`src/rtl/wrprot_pkg.sv`:
```
package wrprot_pkg;

    localparam logic [7:0] OP_WREN   = 8'h06;
    localparam logic [7:0] OP_WRDI   = 8'h04;
    localparam logic [7:0] OP_RDSR1  = 8'h05;
    localparam logic [7:0] OP_RDSR2  = 8'h35;
    localparam logic [7:0] OP_WRSR   = 8'h01;
    localparam logic [7:0] OP_PROG   = 8'h02;
    localparam logic [7:0] OP_ER4K   = 8'h20;
    localparam logic [7:0] OP_ER32K  = 8'h52;
    localparam logic [7:0] OP_ER64K  = 8'hD8;
    localparam logic [7:0] OP_ERALLA = 8'hC7;
    localparam logic [7:0] OP_ERALLB = 8'h60;

    typedef enum logic [2:0] {
        CLS_NONE, CLS_WREN, CLS_WRDI, CLS_RDSR, CLS_PROG, CLS_ERASE, CLS_WRSR
    } cmd_cls_e;

    // writable part of status byte 1, bit 7 down to bit 2
    typedef struct packed {
        logic       srp0;
        logic       fine;
        logic       dir;
        logic [2:0] lvl;
    } prot_lo_t;

    // writable part of status byte 2
    typedef struct packed {
        logic cmp;
        logic qe;
        logic srp1;
    } prot_hi_t;

    function automatic logic is_modify(cmd_cls_e c);
        return (c == CLS_PROG) || (c == CLS_ERASE) || (c == CLS_WRSR);
    endfunction

    function automatic logic is_modify_op(logic [7:0] op);
        return (op == OP_PROG) || (op == OP_ER4K) || (op == OP_ER32K) ||
               (op == OP_ER64K) || (op == OP_ERALLA) || (op == OP_ERALLB) ||
               (op == OP_WRSR);
    endfunction

    function automatic logic [7:0] pack_sr1(prot_lo_t lo, logic latch, logic bsy);
        return {lo, latch, bsy};
    endfunction

    function automatic logic [7:0] pack_sr2(prot_hi_t hi);
        return {1'b0, hi.cmp, 4'b0000, hi.qe, hi.srp1};
    endfunction

    function automatic prot_hi_t unpack_sr2(logic [7:0] b);
        prot_hi_t h;
        h.cmp  = b[6];
        h.qe   = b[1];
        h.srp1 = b[0];
        return h;
    endfunction

endpackage

```
`src/rtl/wrprot_decode.sv`:
```
module wrprot_decode
    import wrprot_pkg::*;
#(
    parameter int SI_W       = 9,
    parameter int BLK_SECT_W = 4
) (
    input  logic [7:0]      op,
    input  logic [SI_W-1:0] sect,
    output cmd_cls_e        cls,
    output logic [SI_W-1:0] lo,
    output logic [SI_W-1:0] hi
);
    localparam logic [SI_W-1:0] HALF_MASK = SI_W'((1 << (BLK_SECT_W - 1)) - 1);
    localparam logic [SI_W-1:0] BLK_MASK  = SI_W'((1 << BLK_SECT_W) - 1);
    localparam logic [SI_W-1:0] ALL_MASK  = '1;

    logic [SI_W-1:0] mask;

    always_comb begin
        mask = '0;
        cls  = CLS_NONE;
        case (op)
            OP_WREN:               cls = CLS_WREN;
            OP_WRDI:               cls = CLS_WRDI;
            OP_RDSR1, OP_RDSR2:    cls = CLS_RDSR;
            OP_WRSR:               cls = CLS_WRSR;
            OP_PROG:               cls = CLS_PROG;
            OP_ER4K:               cls = CLS_ERASE;
            OP_ER32K: begin        cls = CLS_ERASE; mask = HALF_MASK; end
            OP_ER64K: begin        cls = CLS_ERASE; mask = BLK_MASK;  end
            OP_ERALLA, OP_ERALLB: begin cls = CLS_ERASE; mask = ALL_MASK; end
            default:               cls = CLS_NONE;
        endcase
        lo = sect & ~mask;
        hi = sect | mask;
    end
endmodule

```
`src/rtl/wrprot_range.sv`:
```
module wrprot_range
    import wrprot_pkg::*;
#(
    parameter int SI_W       = 9,
    parameter int BLK_SECT_W = 4
) (
    input  prot_lo_t        cfg,
    input  logic            cmp,
    input  logic [SI_W-1:0] lo,
    input  logic [SI_W-1:0] hi,
    output logic            hit
);
    localparam int               CNT_W = SI_W + 1;
    localparam logic [CNT_W-1:0] ALL   = CNT_W'(1) << SI_W;

    logic [CNT_W-1:0] span;
    logic [CNT_W-1:0] rest;
    logic [CNT_W-1:0] lo_x;
    logic [CNT_W-1:0] hi_x;

    // protected span, counted in sectors
    always_comb begin
        if (cfg.lvl == 3'd0)
            span = '0;
        else if (cfg.lvl >= 3'd6)
            span = ALL;
        else if (!cfg.fine)
            span = CNT_W'(1) << (BLK_SECT_W + int'(cfg.lvl) - 1);
        else if (cfg.lvl >= 3'd4)
            span = CNT_W'(1) << (BLK_SECT_W - 1);
        else
            span = CNT_W'(1) << (int'(cfg.lvl) - 1);
    end

    assign rest = ALL - span;
    assign lo_x = {1'b0, lo};
    assign hi_x = {1'b0, hi};

    always_comb begin
        case ({cmp, cfg.dir})
            2'b00:   hit = (hi_x >= rest);  // top span protected
            2'b01:   hit = (lo_x <  span);  // bottom span protected
            2'b10:   hit = (lo_x <  rest);  // all but top span
            default: hit = (hi_x >= span);  // all but bottom span
        endcase
    end
endmodule

```
`src/rtl/wrprot_timer.sv`:
```
module wrprot_timer
    import wrprot_pkg::*;
#(
    parameter int PROG_CYC  = 6,
    parameter int ERASE_CYC = 12,
    parameter int SRW_CYC   = 4
) (
    input  logic     clk,
    input  logic     rst,
    input  logic     start,
    input  cmd_cls_e cls,
    output logic     busy,
    output logic     last,
    output logic     done
);
    localparam int MAX_A = (PROG_CYC > ERASE_CYC) ? PROG_CYC : ERASE_CYC;
    localparam int MAXC  = (MAX_A > SRW_CYC) ? MAX_A : SRW_CYC;
    localparam int CW    = $clog2(MAXC + 1);

    logic [CW-1:0] cnt;
    logic [CW-1:0] load;

    always_comb begin
        case (cls)
            CLS_PROG:  load = CW'(PROG_CYC - 1);
            CLS_ERASE: load = CW'(ERASE_CYC - 1);
            default:   load = CW'(SRW_CYC - 1);
        endcase
    end

    assign last = busy && (cnt == '0);

    always_ff @(posedge clk) begin
        if (rst) begin
            busy <= 1'b0;
            cnt  <= '0;
            done <= 1'b0;
        end else begin
            done <= 1'b0;
            if (start) begin
                busy <= 1'b1;
                cnt  <= load;
            end else if (last) begin
                busy <= 1'b0;
                done <= 1'b1;
            end else if (busy) begin
                cnt <= cnt - 1'b1;
            end
        end
    end
endmodule

```
`src/rtl/wrprot_gate.sv`:
```
module wrprot_gate
    import wrprot_pkg::*;
#(
    parameter int ADDR_W      = 21,
    parameter int SECT_SHIFT  = 12,
    parameter int BLOCK_SHIFT = 16,
    parameter int PROG_CYC    = 6,
    parameter int ERASE_CYC   = 12,
    parameter int SRW_CYC     = 4
) (
    input  logic                         clk,
    input  logic                         rst,
    input  logic                         cmd_end,
    input  logic [7:0]                   cmd_op,
    input  logic [ADDR_W-SECT_SHIFT-1:0] cmd_sect,
    input  logic [4:0]                   cmd_nbits,
    input  logic [15:0]                  cmd_wdat,
    input  logic                         wp_n,
    output logic                         rsp_ok,
    output logic                         rsp_rej,
    output logic                         busy,
    output logic                         wel,
    output logic [7:0]                   sr1,
    output logic [7:0]                   sr2,
    output logic                         op_done
);
    localparam int SI_W       = ADDR_W - SECT_SHIFT;
    localparam int BLK_SECT_W = BLOCK_SHIFT - SECT_SHIFT;

    cmd_cls_e        cls;
    logic [SI_W-1:0] reg_lo, reg_hi;
    logic            hit, accept, start, last, srp_lock, nbits_ok;
    prot_lo_t        lo_q, lo_pend;
    prot_hi_t        hi_q, hi_pend;
    logic            pend_q, wel_q;

    wrprot_decode #(.SI_W(SI_W), .BLK_SECT_W(BLK_SECT_W)) u_dec (
        .op(cmd_op), .sect(cmd_sect), .cls(cls), .lo(reg_lo), .hi(reg_hi)
    );

    wrprot_range #(.SI_W(SI_W), .BLK_SECT_W(BLK_SECT_W)) u_rng (
        .cfg(lo_q), .cmp(hi_q.cmp), .lo(reg_lo), .hi(reg_hi), .hit(hit)
    );

    wrprot_timer #(.PROG_CYC(PROG_CYC), .ERASE_CYC(ERASE_CYC), .SRW_CYC(SRW_CYC)) u_tmr (
        .clk(clk), .rst(rst), .start(start), .cls(cls),
        .busy(busy), .last(last), .done(op_done)
    );

    assign srp_lock = !hi_q.srp1 && lo_q.srp0 && !wp_n && !hi_q.qe;
    assign nbits_ok = (cmd_nbits == 5'd8) || (cmd_nbits == 5'd16);

    always_comb begin
        accept = 1'b0;
        if (busy) begin
            accept = (cls == CLS_RDSR);
        end else begin
            case (cls)
                CLS_WREN, CLS_WRDI, CLS_RDSR: accept = 1'b1;
                CLS_PROG, CLS_ERASE:          accept = wel_q && !hit;
                CLS_WRSR:                     accept = wel_q && nbits_ok && !srp_lock;
                default:                      accept = 1'b0;
            endcase
        end
    end

    assign start = cmd_end && accept && is_modify(cls);

    always_ff @(posedge clk) begin
        if (rst) begin
            rsp_ok  <= 1'b0;
            rsp_rej <= 1'b0;
            wel_q   <= 1'b0;
            lo_q    <= '0;
            hi_q    <= '0;
            lo_pend <= '0;
            hi_pend <= '0;
            pend_q  <= 1'b0;
        end else begin
            rsp_ok  <= cmd_end && accept;
            rsp_rej <= cmd_end && !accept;
            if (cmd_end && !busy) begin
                case (cls)
                    CLS_WREN: wel_q <= 1'b1;
                    CLS_WRDI: wel_q <= 1'b0;
                    CLS_PROG, CLS_ERASE, CLS_WRSR: if (!accept) wel_q <= 1'b0;
                    default: ;
                endcase
            end
            if (start && cls == CLS_WRSR) begin
                lo_pend <= prot_lo_t'(cmd_wdat[7:2]);
                hi_pend <= (cmd_nbits == 5'd16) ? unpack_sr2(cmd_wdat[15:8]) : hi_q;
                pend_q  <= 1'b1;
            end
            if (last) begin
                wel_q <= 1'b0;
                if (pend_q) begin
                    lo_q   <= lo_pend;
                    hi_q   <= hi_pend;
                    pend_q <= 1'b0;
                end
            end
        end
    end

    assign wel = wel_q;
    assign sr1 = pack_sr1(lo_q, wel_q, busy);
    assign sr2 = pack_sr2(hi_q);
endmodule

```
`config.mk`:
```
export PLATFORM = sky130hd
export DESIGN_NAME = wrprot_gate
export DESIGN_NICKNAME = d
export VERILOG_FILES = /design/src/rtl/wrprot_pkg.sv /design/src/rtl/wrprot_decode.sv /design/src/rtl/wrprot_range.sv /design/src/rtl/wrprot_timer.sv /design/src/rtl/wrprot_gate.sv
export SDC_FILE = /design/constraint.sdc
export NUM_CORES = 1
export LEC_CHECK = 0
export BUFFER_PORTS_ARGS = -buffer_cell sky130_fd_sc_hd__buf_2
export CAP_MARGIN = 20
export CORE_ASPECT_RATIO = 1.4
export CORE_MARGIN = 1
export CORE_UTILIZATION = 50
export CTS_CLUSTER_SIZE = 30
export DETAILED_ROUTE_END_ITERATION = 8
export GPL_TIMING_DRIVEN = 0
export PLACE_DENSITY = 0.76
export SLEW_MARGIN = 15
export SYNTH_ARGS = -nofsm -noshare
export SYNTH_HDL_FRONTEND = slang
export SYNTH_SLANG_ARGS = --single-unit
export TNS_END_PERCENT = 10
```
`constraint.sdc`:
```
create_clock -name clk -period 4.54 [get_ports clk]
set_clock_uncertainty 0.05 [all_clocks]
set_input_delay 0.227 -clock clk [delete_from_list [all_inputs] [get_ports clk]]
set_output_delay 0.227 -clock clk [all_outputs]
set_load 0.05 [all_outputs]
```
* Yosys cells after proc, flatten, opt, wreduce, memory -nomap -nowiden *
Cells that the tools add are included.

storage, ports and cells
  input port bits = 42
  output and inout port bits = 21
  flip-flop bits (word level) = 28
  logic and storage cells = 121

cells by class
  bitwise gates (word level) = 3
  shift operators = 2
  eq/ne operators = 23
  reductions and logical operators = 39
  add/sub/neg operators = 5
  magnitude comparators = 6
  multiplexer cells = 22

operators with widths
  cell                                                                   count
  1-bit by 32-bit << shifter with 10-bit output (first input constant)   2
  10-bit 2-to-1 mux                                                      4
  32-bit by 2-bit subtractor with 32-bit output (second input constant)  1
  9-bit case mux with 3 select lines                                     1
  8-bit by 3-bit == test with 1-bit output (second input constant)       3
  9-bit by 10-bit >= comparator with 1-bit output                        2
  9-bit by 10-bit less-than comparator with 1-bit output                 2
  3-bit case mux with 6 select lines                                     1
  8-bit by 6-bit == test with 1-bit output (second input constant)       2
  8-bit by 7-bit == test with 1-bit output (second input constant)       2
  8-bit == test (second input constant)                                  2
  1-bit logical AND                                                      12
  4-bit 2-to-1 mux                                                       3
  2-bit OR reduction                                                     5
  10-bit subtractor (first input constant)                               1
  9-bit bitwise AND                                                      1
  3-bit == test (second input constant)                                  3
  9-bit inverter                                                         1
  9-bit bitwise OR                                                       1
  1-bit case mux with 3 select lines                                     3
  8-bit by 1-bit == test with 1-bit output (second input constant)       1
  8-bit by 2-bit == test with 1-bit output (second input constant)       1
  1-bit 2-to-1 mux                                                       8
  4-bit case mux with 2 select lines                                     1
  23 further kinds                                                       37

* Longest topological paths before layout *
Gate-level depths: netlist of run 1.

  word-level depth = 19
  depth in mapped cells = 22
  mapped depth without buffers = 20

* Hierarchy *
A second synthesis of run 1 with hierarchy kept.

unflattened totals
  cells, all modules = 382
  area, all modules = 3123.0 um2

modules (own cells, without submodules)
  module         cells each  sequential area each (um2)  area each (um2)  times used
  wrprot_range   170         0.0                         1355.0           1
  wrprot_gate    125         440.4                       1076.0           1
  wrprot_decode  51          0.0                         366.6            1
  wrprot_timer   36          120.1                       325.3            1

* Worst setup path after synthesis of run 1 *
OpenSTA, ideal clock, no wires.

  path type = reg-to-reg
  start point = register lo_q (netlist bit sr1[4])
  end point = register lo_pend[0] (netlist name)
  setup time = 0.072 ns
  path slack = -0.198 ns
  period minus slack after synthesis = 4.738 ns
  buffers on the path = 2
  required time = 4.418 ns
  arrival = 4.617 ns
  stages on the path, launching flop included = 20
  cells stage by stage = dfxtp_1 > buf_6 > clkinv_1 > nor3_1 > ha_1 > and4bb_1 > o21ai_0 > a211o_1 > ha_1 > nand2_1 > xor2_1 > ha_1 > a21o_1 > a211o_1 > a31oi_1 > a21oi_4 > nor4b_2 > o21a_1 > buf_4 > mux2i_1

between the ends
  cells in the longest elaborated chain, start to end = 16
  elaborated cells between the ends (all ways) = 25
  classes of those cells = add/sub (4); order compare (6); shift (2); mux (7); reduce/logical (6)

RTL lines
  what                                                                                                                       line                                    RTL
  from (decl)                                                                                                                wrprot_gate.sv:33                       prot_lo_t lo_q, lo_pend;
  from (signal assigned)                                                                                                     wrprot_gate.sv:98                       lo_q <= lo_pend;
  3-bit by 3-bit adder with 4-bit output or 3-bit by 1-bit subtractor with 4-bit output (tied branches)                      wrprot_range.sv:28, wrprot_range.sv:32
  32-bit by 2-bit subtractor with 32-bit output or 1-bit by 32-bit << shifter with 10-bit output (tied branches)             wrprot_range.sv:28, wrprot_range.sv:32
  1-bit by 32-bit << shifter with 10-bit output or 10-bit 2-to-1 mux (tied branches)                                         wrprot_range.sv:28, wrprot_range.sv:29
  10-bit 2-to-1 mux                                                                                                          wrprot_range.sv:27                      else if (!cfg.fine)
  10-bit 2-to-1 mux                                                                                                          wrprot_range.sv:25                      else if (cfg.lvl >= 3'd6)
  10-bit 2-to-1 mux (*)                                                                                                      wrprot_range.sv:23                      if (cfg.lvl == 3'd0)
  10-bit subtractor                                                                                                          wrprot_range.sv:35                      assign rest = ALL - span;
  9-bit by 10-bit less-than comparator with 1-bit output or 9-bit by 10-bit >= comparator with 1-bit output (tied branches)  wrprot_range.sv:43, wrprot_range.sv:41
  1-bit case mux with 3 select lines (*)                                                                                     wrprot_range.sv:40                      case ({cmp, cfg.dir})
  1-bit zero test (*)                                                                                                        wrprot_gate.sv:60                       CLS_PROG, CLS_ERASE: accept = wel_q && !hit;
  1-bit logical AND (*)                                                                                                      wrprot_gate.sv:60
  1-bit case mux with 3 select lines (*)                                                                                     wrprot_gate.sv:58                       case (cls)
  1-bit 2-to-1 mux (*)                                                                                                       wrprot_gate.sv:55                       if (busy) begin
  1-bit logical AND (*) (2 in series)                                                                                        wrprot_gate.sv:67                       assign start = cmd_end && accept && is_modify(cls);
  1-bit logical AND (*)                                                                                                      wrprot_gate.sv:90                       if (start && cls == CLS_WRSR) begin
  to (signal assigned)                                                                                                       wrprot_gate.sv:91                       lo_pend <= prot_lo_t'(cmd_wdat[7:2]);
  to (decl)                                                                                                                  wrprot_gate.sv:33

Every way passes the cells marked *; elsewhere a longest branch is shown, timed or not.
A chain may end at the register's enable or synchronous reset.

* Worst setup path in the final report of run 1 *
  start point = register lo_q (netlist bit sr1[4])
  end point = register u_tmr.cnt[3]

between the ends
  cells in the longest elaborated chain, start to end = 17
  elaborated cells between the ends (all ways) = 28
  classes of those cells = add/sub (4); order compare (6); eq/ne (1); shift (2); mux (8); reduce/logical (7)

RTL lines
  what                                                                                                                       line                                    RTL
  3-bit by 3-bit adder with 4-bit output or 3-bit by 1-bit subtractor with 4-bit output (tied branches)                      wrprot_range.sv:28, wrprot_range.sv:32
  32-bit by 2-bit subtractor with 32-bit output or 1-bit by 32-bit << shifter with 10-bit output (tied branches)             wrprot_range.sv:28, wrprot_range.sv:32
  1-bit by 32-bit << shifter with 10-bit output or 10-bit 2-to-1 mux (tied branches)                                         wrprot_range.sv:28, wrprot_range.sv:29
  10-bit 2-to-1 mux                                                                                                          wrprot_range.sv:27
  10-bit 2-to-1 mux                                                                                                          wrprot_range.sv:25
  10-bit 2-to-1 mux (*)                                                                                                      wrprot_range.sv:23
  10-bit subtractor                                                                                                          wrprot_range.sv:35
  9-bit by 10-bit less-than comparator with 1-bit output or 9-bit by 10-bit >= comparator with 1-bit output (tied branches)  wrprot_range.sv:43, wrprot_range.sv:41
  1-bit case mux with 3 select lines (*)                                                                                     wrprot_range.sv:40
  1-bit zero test (*)                                                                                                        wrprot_gate.sv:60
  1-bit logical AND (*)                                                                                                      wrprot_gate.sv:60
  1-bit case mux with 3 select lines (*)                                                                                     wrprot_gate.sv:58
  1-bit 2-to-1 mux (*)                                                                                                       wrprot_gate.sv:55
  1-bit logical AND (*) (2 in series)                                                                                        wrprot_gate.sv:67
  2-bit != test (no line) or 2-bit nonzero test (tied branches)                                                              n/a
  2-bit AND reduction (no line)                                                                                              n/a
  to (signal assigned)                                                                                                       wrprot_timer.sv:42                      cnt <= load;
  to (signal assigned)                                                                                                       wrprot_timer.sv:47                      cnt <= cnt - 1'b1;
  to (decl)                                                                                                                  wrprot_timer.sv:20                      logic [CW-1:0] cnt;

Marked as above.

==> metrics.yaml, run 1 <==
clock_latency_ns: 0.27
cts_tree: "yes"
fp.dieH_um: 96.15
areaGrowthSynthToFinish_pct: 21.70
cts.sinks: 28
hold_start: "cmd_wdat[4]"
synth-seq-cells: 28
hold_slack_ns: 0.1384
power_leakage_nw: 1.755
crit_top_cell: "ha_4"
grt_pass1_wl_mm: 13.23
worst_slew_pin_slew_ns: 1.067
status: "complete, no violations"
io-pin-count: 63
layout_common_cells: "50 x buf_2, 37 x nand2_1, 34 x ha_1, 31 x nor2_1"
ys_async_sr_fraction_pct: 0
timing.fmax_mhz: 229.2
cp_max_fo: 6
synth.area.top_cells: "dfxtp_1 18%, ha_1 15%, mux2i_1 6.0%, nand2_1 4.7%, nor2_1 3.8%"
post_drt_wl_per_cell_um: 15.68
stdcell_area_um2: 3852
reg2reg_slack_ns: 0.18
start_util_pct: 52.87
post_synth.cell_area_avg_um2: 8.096
ys_seq_area_share_pct: 17.71
place.gp.congestion: 0.9121
finalHoldViolCount: 0
cpPeakStageDelay_ns: 0.38
crit_required_ns: 4.69
synth_ff_type: "dfxtp_1"
maxSlewViolCount: 0
yosysWarnings: 0
die-area_um2: 6658
synth_top_cell_area_share_pct: 17.71
setup_viol: 0
r2r_start: "sr1[4]"
core-area_um2: 5987
layout-drive-gt1-share_pct: 27.17
cts_buffers: 3
powerDensity_nw_per_um2: 144.2
holdPathStages: 3
via_count: 3216
vdd_drop_max_v: 0.0002654
relSlewSlack_pct: 27.94
hpwl_mm: 6.413
drtAntennaViolNets: 0
crit_path_cell_trace: "buf_6 > clkinvlp_4 > nor3_4 > ha_4 > and4bb_2 > o21ai_2 > a211o_4 > ha_4 > nand2_2 > xor2_1 > ha_1 > a21o_1 > a211o_1 > a31oi_2 > a21oi_4 > nor4b_4 > buf_4 > o22ai_1 > a221oi_2"
yosys.area.top_type: "dfxtp_1"
syn_area_um2: 3166
avgViaCountPerCell: 6.068
hold_path_class: "in2reg"
clockBufferDepth: 2
critPathBufInv: 3
routed_wl_mm: 8.308
total_power_mw: 0.5557
cpMaxStageDelayCell: "a211o_4"
syn_inst: 391
start_kind: "flip-flop"
nets: 540
clock-root-buffer: "clkbuf_8"
port_buffers: 47
setup_tns_ns: 0
grt_start_max_net_pins: 17
r2r_end: "u_tmr.cnt[3]"
clk_pin_slew_ns: 0.10
overflow: 0
drcViolationCount: 0
drtPass1Iterations: 4
rsz0062_at_grt: "yes"
min_period_ns: 4.364
min_to: "lo_pend[2]"
arrival_ns: 4.51
drtIter0Drc: 136
path_delay_family: "compound AO/OA/AOI/OAI gates"
grt_pass1_vias: 3001
ys_types: 80
antenna_cells: 0
fin_crit_sh_pct: 96.12
antenna_found_initial: 0
h-tree-depth: 1
track_usage_pct: 24.11
critical_path_class: "reg2reg"
layout_commonest_cell: "buf_2"
ff2ff_path_depth: 19
place_area_um2: 3516
maxCapViolCount: 0
row_count: 33
die_w_um: 69.25
cts_hold_buffers: 0
synth-edff-count: 0
worstSetupEndpointType: "flip-flop"
## worst min-delay path, stage by stage
cell	delay (ns)
buf_2	0.10
nand2_1	0.04
mux2i_1	0.05
## synthesized netlist by cell type (all sizes together) (4+ instances only)
cell type	count
a21oi	17
nand3	13
nand2	41
o211ai	10
xor2	6
xnor2	5
nor3b	4
clkbuf	8
nand4	5
ha	37
nor2	32
a21o	5
dfxtp	28
o21ai	12
mux2i	20
nor2b	8
or3	4
inv	17
o2111ai	4
buf	17
and3	10
nor3	9
nand2b	10
## kinds of logic after synthesis
logic type,after synthesis,synth area share [%]
adders and majority gates,37,14.62
muxes,21,7.193
other,1,0.1185
DFF,28,17.71
AOI/OAI and AO/OA,91,23.04
buffers and inverters,44,6.878
and+or+nand+nor,158,27.39
xor gates and xnor gates,11,3.043
## what timing repair did
| action | in CTS | in global routing |
|---|---|---|
| endpoints found under the setup margin | 17 | 18 |
| hold endpoints to repair | 0 | 0 |
| gates resized for setup | 8 | 29 |
| pin swaps | 4 | 14 |
| buffers inserted | 4 | 11 |
## worst max-delay path by stage
stage | from | end | cells after the start
2_1_floorplan | sr1[4] | lo_pend[0] | 19
3_3_place_gp | sr1[2] | lo_pend[5] | 19
3_5_place_dp | sr1[4] | lo_pend[5] | 19
4_1_cts | sr1[4] | lo_pend[5] | 19
5_1_grt | sr1[4] | u_tmr.cnt[3] | 20
6_report | sr1[4] | u_tmr.cnt[3] | 19
## registers in the layout, indices dropped and copies added (netlist names)
signal	flops
lo_pend	6
u_tmr.done	1
rsp_rej	1
wel	1
sr2	3
u_tmr.cnt	4
rsp_ok	1
pend_q	1
hi_pend	3
u_tmr.busy	1
sr1	6
## routing by layer
layer	vias to the layer above	global-route usage [%]	share of wire [%]
met4	0	12.41	3.7
li1	1591	-	-
met5	-	0	0
met3	34	2.408	3.3
met1	1504	25.73	41
met2	87	46.84	52
## final cells by class
class	count	area, um2
plain buffers	24	157.7
repair buffers	62	347.8
flip-flops and latches	28	566.8
inverters	19	75.07
well taps	70	87.58
clock inverters	1	30.03
multi-input cells	323	2546
fillers	517	2135
clock buffers	3	41.29
## power breakdown
group          internal [mW]  switching [mW]  leakage (nW)
Clock                  0.118          0.0778        0.0357
Combinational         0.0452          0.0688          1.49
Sequential             0.245        0.000342         0.228
## per-stage QoR
stage          worst slack (ns)  utilization (%)  instances
2_1_floorplan           0.06814                -        395
3_3_place_gp            -0.2083            58.73        512
3_5_place_dp            -0.3099            58.73        512
4_1_cts                 0.01273            61.07        519
5_1_grt                -0.05201            64.35        530
6_report                 0.1762            64.35        530
Note: power is estimated with default switching activity, not from simulation.
==> run 2: changes to the inputs <==
--- a/config.mk
+++ b/config.mk
@@ -7,13 +7,15 @@
 export LEC_CHECK = 0
 export BUFFER_PORTS_ARGS = -buffer_cell sky130_fd_sc_hd__buf_2
 export CAP_MARGIN = 20
+export CELL_PAD_IN_SITES_DETAIL_PLACEMENT = 1
+export CELL_PAD_IN_SITES_GLOBAL_PLACEMENT = 2
 export CORE_ASPECT_RATIO = 1.4
 export CORE_MARGIN = 1
-export CORE_UTILIZATION = 50
+export CORE_UTILIZATION = 30
 export CTS_CLUSTER_SIZE = 30
 export DETAILED_ROUTE_END_ITERATION = 8
 export GPL_TIMING_DRIVEN = 0
-export PLACE_DENSITY = 0.76
+export PLACE_DENSITY_LB_ADDON = 0.1
 export SLEW_MARGIN = 15
 export SYNTH_ARGS = -nofsm -noshare
 export SYNTH_HDL_FRONTEND = slang
==> metrics.yaml, run 2 (synthesis results as in run 1) <==
start_kind: "flip-flop"
antenna_cells: 0  # unchanged
layout_commonest_cell: "buf_2"
layout-drive-gt1-share_pct: 27.73  # +0.56 points
cts_hold_buffers: 0  # unchanged
worst_slew_pin_slew_ns: 0.6726  # -0.3943 ns
row_count: 44  # +33%
reg2reg_slack_ns: 0.20  # +0.02 ns
areaGrowthSynthToFinish_pct: 26.40
worstSetupEndpointType: "flip-flop"
h-tree-depth: 1  # unchanged
critical_path_class: "reg2reg"
layout_common_cells: "51 x buf_2, 38 x nand2_1, 33 x ha_1, 30 x nor2_1, 25 x dfxtp_1"
place.gp.congestion: 0.7887  # -14%
timing.fmax_mhz: 230.4  # +0.53%
cp-startpoint: "sr1[4]"
track_usage_pct: 19.02  # -5.1 points
r2r_start: "sr1[4]"
nets: 538  # -0.37%
overflow: 0  # unchanged
relSlewSlack_pct: 55.16  # +27 points
powerDensity_nw_per_um2: 159.2  # +10%
cts.sinks: 28  # unchanged
cts_buffers: 3  # unchanged
start_util_pct: 30.75  # -22 points
post_drt_wl_per_cell_um: 16.65  # +6.2%
setup_tns_ns: 0  # unchanged
worst_slack_ns: 0.1992  # +0.02297 ns
ff2ff_path_depth: 19  # unchanged
cp-endpoint: "u_tmr.cnt[2]"
drtIter0Drc: 109  # -20%
drcViolationCount: 0  # unchanged
clk_pin_slew_ns: 0.07  # -0.03 ns
pre_cts_ws_ns: -0.5351  # -0.2252 ns
port_buffers: 47  # unchanged
clockBufferDepth: 2  # unchanged
grt_pass1_vias: 3202  # +6.7%
place_area_um2: 3601  # +2.4%
io-pin-count: 63  # unchanged
cts_tree: "yes"
routed_wl_mm: 9.926  # +19%
maxCapViolCount: 0  # unchanged
fin_cells: 596  # +12%
arrival_ns: 4.45  # -0.06 ns
cp_max_fo: 9  # +3
die_w_um: 88.82  # +28%
power_leakage_nw: 1.782  # +1.6%
fin_crit_sh_pct: 95.61  # -0.51 points
avgViaCountPerCell: 5.297  # -13%
clock-root-buffer: "clkbuf_16"
setup_viol: 0  # unchanged
grt_pass1_wl_mm: 16.07  # +21%
stdcell_area_um2: 4001  # +3.9%
via_count: 3157  # -1.8%
maxSlewViolCount: 0  # unchanged
drtAntennaViolNets: 0  # unchanged
crit_required_ns: 4.65  # -0.04 ns
final_core_util_pct: 38.87  # -25 points
antenna_found_initial: 0  # unchanged
p_switching_mw: 0.1667  # +13%
hold_path_class: "in2reg"
status: "complete, no violations"
combPwrFrac_pct: 19.2  # -1.3 points
core-area_um2: 10290  # +72%
drtPass1Iterations: 4  # unchanged
vdd_drop_max_v: 0.0002090  # -21%
hpwl_mm: 8.132  # +27%
grt_start_max_net_pins: 17  # unchanged
fp.dieH_um: 123.5  # +28%
finalHoldViolCount: 0  # unchanged
switching_share_pct: 26.17  # -0.27 points
clock_latency_ns: 0.27  # about the same
numPlacedInstances: 580  # +13%
die-area_um2: 10970  # +65%
r2r_end: "u_tmr.cnt[2]"
internal-power_mw: 0.4702  # +15%
share_seq_of_total_power_pct: 38.6  # -5.6 points
p_clk_share_pct: 42.2  # +6.9 points
min_period_ns: 4.341  # -0.02297 ns
## run 2: cell types whose count changed in the layout (fill, tap and decap cells not counted), sizes merged
cell      change
inv           +1
buf           -2
clkinvlp      -1
## run 2: how the worst min path moves through the flow
stage	from	to	slack, ns	cells past startpoint
after floorplan	cmd_wdat[2]	lo_pend[0]	0.32	2
after global placement	lo_pend[3]	lo_pend[3]	0.40	2
after detailed placement	lo_pend[2]	lo_pend[2]	0.40	2
after CTS	cmd_wdat[3]	lo_pend[1]	0.14	3
after global routing	cmd_wdat[3]	lo_pend[1]	0.15	3
final	cmd_wdat[7]	lo_pend[5]	0.15	3
## run 2: per-stage QoR
stage	power (mW)	hold slack, ns
global route	0.6631	0.1513
detailed placement	0.3643	0.3999
floorplan	0.3256	0.3191
CTS	0.6374	0.1443
global placement	0.3615	0.3963
finish	0.6370	0.1479
## run 2: final cells by class
| class | count | area, um2 |
|---|---|---|
| Clock buffer | 3 | 75.07 |
| Inverter | 19 | 76.32 |
| Multi-Input combinational cell | 323 | 2599 |
| Clock inverter | 1 | 30.03 |
| Fill cell | 1279 | 6294 |
| Tap cell | 138 | 172.7 |
| Sequential cell | 28 | 566.8 |
| Buffer | 24 | 151.4 |
| Timing Repair Buffer | 60 | 330.3 |
## run 2: worst max-delay path, cell delays in order, from the launching register on
cell	delay, ns
dfxtp_2	0.32
buf_6	0.14
inv_6	0.09
nor3_2	0.04
ha_2	0.37
nor4b_4	0.31
nand2_2	0.14
a211o_4	0.39
ha_4	0.21
nand2_2	0.10
xor2_1	0.16
ha_1	0.26
a21o_1	0.18
a211o_1	0.33
a31oi_4	0.18
a21oi_4	0.12
o32ai_4	0.40
buf_4	0.18
o22ai_1	0.09
o311a_1	0.16
## run 2: per-layer routing
| metal | wire [um] | share of wire [%] | track usage (%) |
|---|---|---|---|
| met1 | 4156 | 42 | 21.50 |
| met4 | 160 | 1.6 | 5.141 |
| met5 | 0 | 0 | 0 |
| met3 | 152 | 1.5 | 1.068 |
| met2 | 5457 | 55 | 37.45 |
## run 2: power groups by stage
stage	registers, mW	clock network (mW)	logic [mW]
after floorplan	0.255	0	0.0711
after global placement	0.252	0	0.109
after detailed placement	0.252	0	0.112
after CTS	0.246	0.273	0.118
after global routing	0.246	0.282	0.135
final	0.246	0.269	0.122
## run 2: what timing repair did
item | in CTS | in global routing
gates cloned | 0 | 0
endpoints found under the setup margin | 18 | 16
buffers inserted | 5 | 7
gates resized for setup | 25 | 20
pin swaps | 8 | 12
==> run 3: changes to the inputs <==
--- a/config.mk
+++ b/config.mk
@@ -11,7 +11,7 @@
 export CELL_PAD_IN_SITES_GLOBAL_PLACEMENT = 2
 export CORE_ASPECT_RATIO = 1.4
 export CORE_MARGIN = 1
-export CORE_UTILIZATION = 30
+export CORE_UTILIZATION = 33
 export CTS_CLUSTER_SIZE = 30
 export DETAILED_ROUTE_END_ITERATION = 8
 export GPL_TIMING_DRIVEN = 0
==> constraint.sdc (replaced) <==
create_clock -name clk -period 4.25 [get_ports clk]
set_clock_uncertainty 0.05 [all_clocks]
set_input_delay 0.2125 -clock clk [delete_from_list [all_inputs] [get_ports clk]]
set_output_delay 0.2125 -clock clk [all_outputs]
set_load 0.05 [all_outputs]
==> metrics.yaml, run 3 (synthesis results as in run 1) <==
drtPass1Iterations: 6  # +2
routed_wl_mm: 10.14  # +2.2%
clock_latency_ns: 0.26  # about the same
r2r_end: "lo_pend[0]"
fin_crit_sh_pct: 99.26  # +3.7 points
post_drt_wl_per_cell_um: 17.55  # +5.4%
layout_commonest_cell: "buf_2"
drtAntennaViolNets: 0  # unchanged
powerDensity_nw_per_um2: 161.4  # +1.4%
violations: "DRC"
setup_viol: 0  # unchanged
critical_path_class: "reg2reg"
ff2ff_path_depth: 18  # -1
share_seq_of_total_power_pct: 39.2  # +0.6 points
fp.dieH_um: 117.9  # -4.6%
hold_path_class: "in2reg"
start_kind: "flip-flop"
worstSetupEndpointType: "flip-flop"
p_switching_mw: 0.1679  # +0.74%
combPwrFrac_pct: 19.2  # about the same
nets: 551  # +2.4%
port_buffers: 47  # unchanged
avgViaCountPerCell: 5.637  # +6.4%
hold_start: "cmd_wdat[4]"
fin_cells: 578  # -3.0%
holdPathStages: 3  # unchanged
vdd_drop_max_v: 0.0001769  # -15%
layout_common_cells: "50 x buf_2, 38 x nand2_1, 33 x buf_4, 33 x ha_1, 30 x nor2_1"
start_util_pct: 34.47  # +3.7 points
place.gp.congestion: 0.8218  # +4.2%
rsz0062_at_grt: "yes"
drcViolationCount: 1  # +1
antenna_found_initial: 0  # unchanged
io-pin-count: 63  # unchanged
numPlacedInstances: 549  # -5.3%
crit_path_cell_trace: "clkinvlp_4 > ha_4 > buf_8 > nor4b_4 > nand2_2 > a211o_4 > ha_4 > nand2_4 > xor2_1 > ha_1 > a21o_1 > a211o_1 > a31oi_4 > a21oi_4 > nor4b_4 > o21a_1 > buf_6 > mux2i_1"
status: "finished with violations"
p_clk_share_pct: 41.6  # -0.6 points
grt_pass1_wl_mm: 16.79  # +4.5%
die_w_um: 84.78  # -4.5%
clock-root-buffer: "clkbuf_16"
maxCapViolCount: 0  # unchanged
crit_required_ns: 4.38  # -0.27 ns
final_core_util_pct: 45.06  # +6.2 points
hpwl_mm: 8.038  # -1.2%
fill_cells: 1114  # -13%
cpPeakStageDelay_ns: 0.38  # -0.02 ns
finalHoldViolCount: 0  # unchanged
areaGrowthSynthToFinish_pct: 30.71
via_count: 3258  # +3.2%
cpMaxStageDelayCell: "a211o_4"
h-tree-depth: 1  # unchanged
clockBufferDepth: 2  # unchanged
cts.sinks: 28  # unchanged
maxSlewViolCount: 0  # unchanged
layout-drive-gt1-share_pct: 30.36  # +2.6 points
r2r_start: "sr1[2]"
grt_start_max_net_pins: 17  # unchanged
row_count: 41  # -6.8%
track_usage_pct: 20.60  # +1.6 points
power_leakage_nw: 1.859  # +4.3%
antenna_cells: 0  # unchanged
timing.fmax_mhz: 237.0  # +2.9%
reg2reg_slack_ns: 0.03  # -0.17 ns
relSlewSlack_pct: 52.85  # -2.3 points
min_to: "lo_pend[2]"
die-area_um2: 9994  # -8.9%
min_period_ns: 4.219  # -0.1221 ns
overflow: 0  # unchanged
clk_pin_slew_ns: 0.07  # about the same
arrival_ns: 4.35  # -0.10 ns
switching_share_pct: 25.15  # -1.0 points
hold_slack_ns: 0.1426  # -0.005301 ns
drtIter0Drc: 90  # -17%
worst_slew_pin_slew_ns: 0.7055  # +0.03294 ns
core-area_um2: 9183  # -11%
cts_tree: "yes"
grt_pass1_vias: 3375  # +5.4%
internal-power_mw: 0.4997  # +6.3%
cts_buffers: 3  # unchanged
cp_max_fo: 5  # -4
## run 3: cell types whose count changed in the layout (fill, tap and decap cells not counted), sizes merged
cell | before | now
clkinv | 1 | 2
clkinvlp | 0 | 1
inv | 18 | 16
buf | 76 | 87
clkbuf | 11 | 13
## run 3: what timing repair did
action | CTS | global route
setup buffers | 17 | 7
cloned | 1 | 1
endpoints found under the setup margin | 18 | 16
hold buffers | 0 | 0
pin swaps | 23 | 23
resized for setup | 43 | 10
## run 3: metrics by stage
stage / setup TNS, ns / total power [mW] / instance area, um2 / setup WS (ns)
after floorplan: 0 / 0.3466 / 3223 / 0.01516
after global placement: -8.393 / 0.3843 / 3592 / -0.5880
after detailed placement: -9.604 / 0.3878 / 3592 / -0.6796
after CTS: 0 / 0.6762 / 4021 / 0.002989
after global routing: -0.8922 / 0.6990 / 4138 / -0.1457
final: 0 / 0.6677 / 4138 / 0.03130
## run 3: area by class of cell
class                      instances  area [um2]  share of cell area (%)
timing repair buffer              74       456.7                   11.04
tap                              107       133.9                   3.236
sequential                        28       571.8                   13.82
buffer                            23       157.7                   3.810
clock buffer                       3       75.07                   1.814
multi-input combinational        323        2623                   63.38
clock inverter                     1       30.03                  0.7257
inverter                          19       90.09                   2.177
## run 3: power by group through the flow
stage / clock network (mW) / logic [mW] / registers [mW]
3_3_place_gp: 0 / 0.117 / 0.267
4_1_cts: 0.285 / 0.130 / 0.261
2_1_floorplan: 0 / 0.0765 / 0.270
6_report: 0.278 / 0.128 / 0.261
3_5_place_dp: 0 / 0.120 / 0.268
5_1_grt: 0.294 / 0.143 / 0.261
## run 3: how the worst max path moves through the flow
stage / startpoint / endpoint / slack, ns / depth (start not counted)
6_report: sr1[2] / lo_pend[0] / 0.03 / 18
5_1_grt: sr1[2] / lo_pend[0] / -0.15 / 18
4_1_cts: sr1[3] / lo_pend[4] / 0.003 / 20
3_5_place_dp: sr1[4] / lo_pend[4] / -0.68 / 17
3_3_place_gp: sr1[2] / lo_pend[5] / -0.59 / 19
2_1_floorplan: sr1[2] / lo_pend[0] / 0.02 / 19
## run 3: critical path, delay by kind of cell, from the launching register on
kind / cells / cell delay, ns
AOI/OAI and AO/OA: 6 / 1.36
and+or+nand+nor: 4 / 0.91
muxes: 1 / 0.20
DFF: 1 / 0.36
buffers and inverters: 3 / 0.40
adders and majority gates: 3 / 0.67
xor gates and xnor gates: 1 / 0.15
## run 3: routing by layer
metal | share of wire, % | vias up | track usage, %
met3 | 1.7 | 8 | 1.052
li1 | - | 1605 | -
met4 | 1.0 | 0 | 3.708
met1 | 41 | 1602 | 23.46
met2 | 56 | 43 | 41.41
met5 | 0 | - | 0
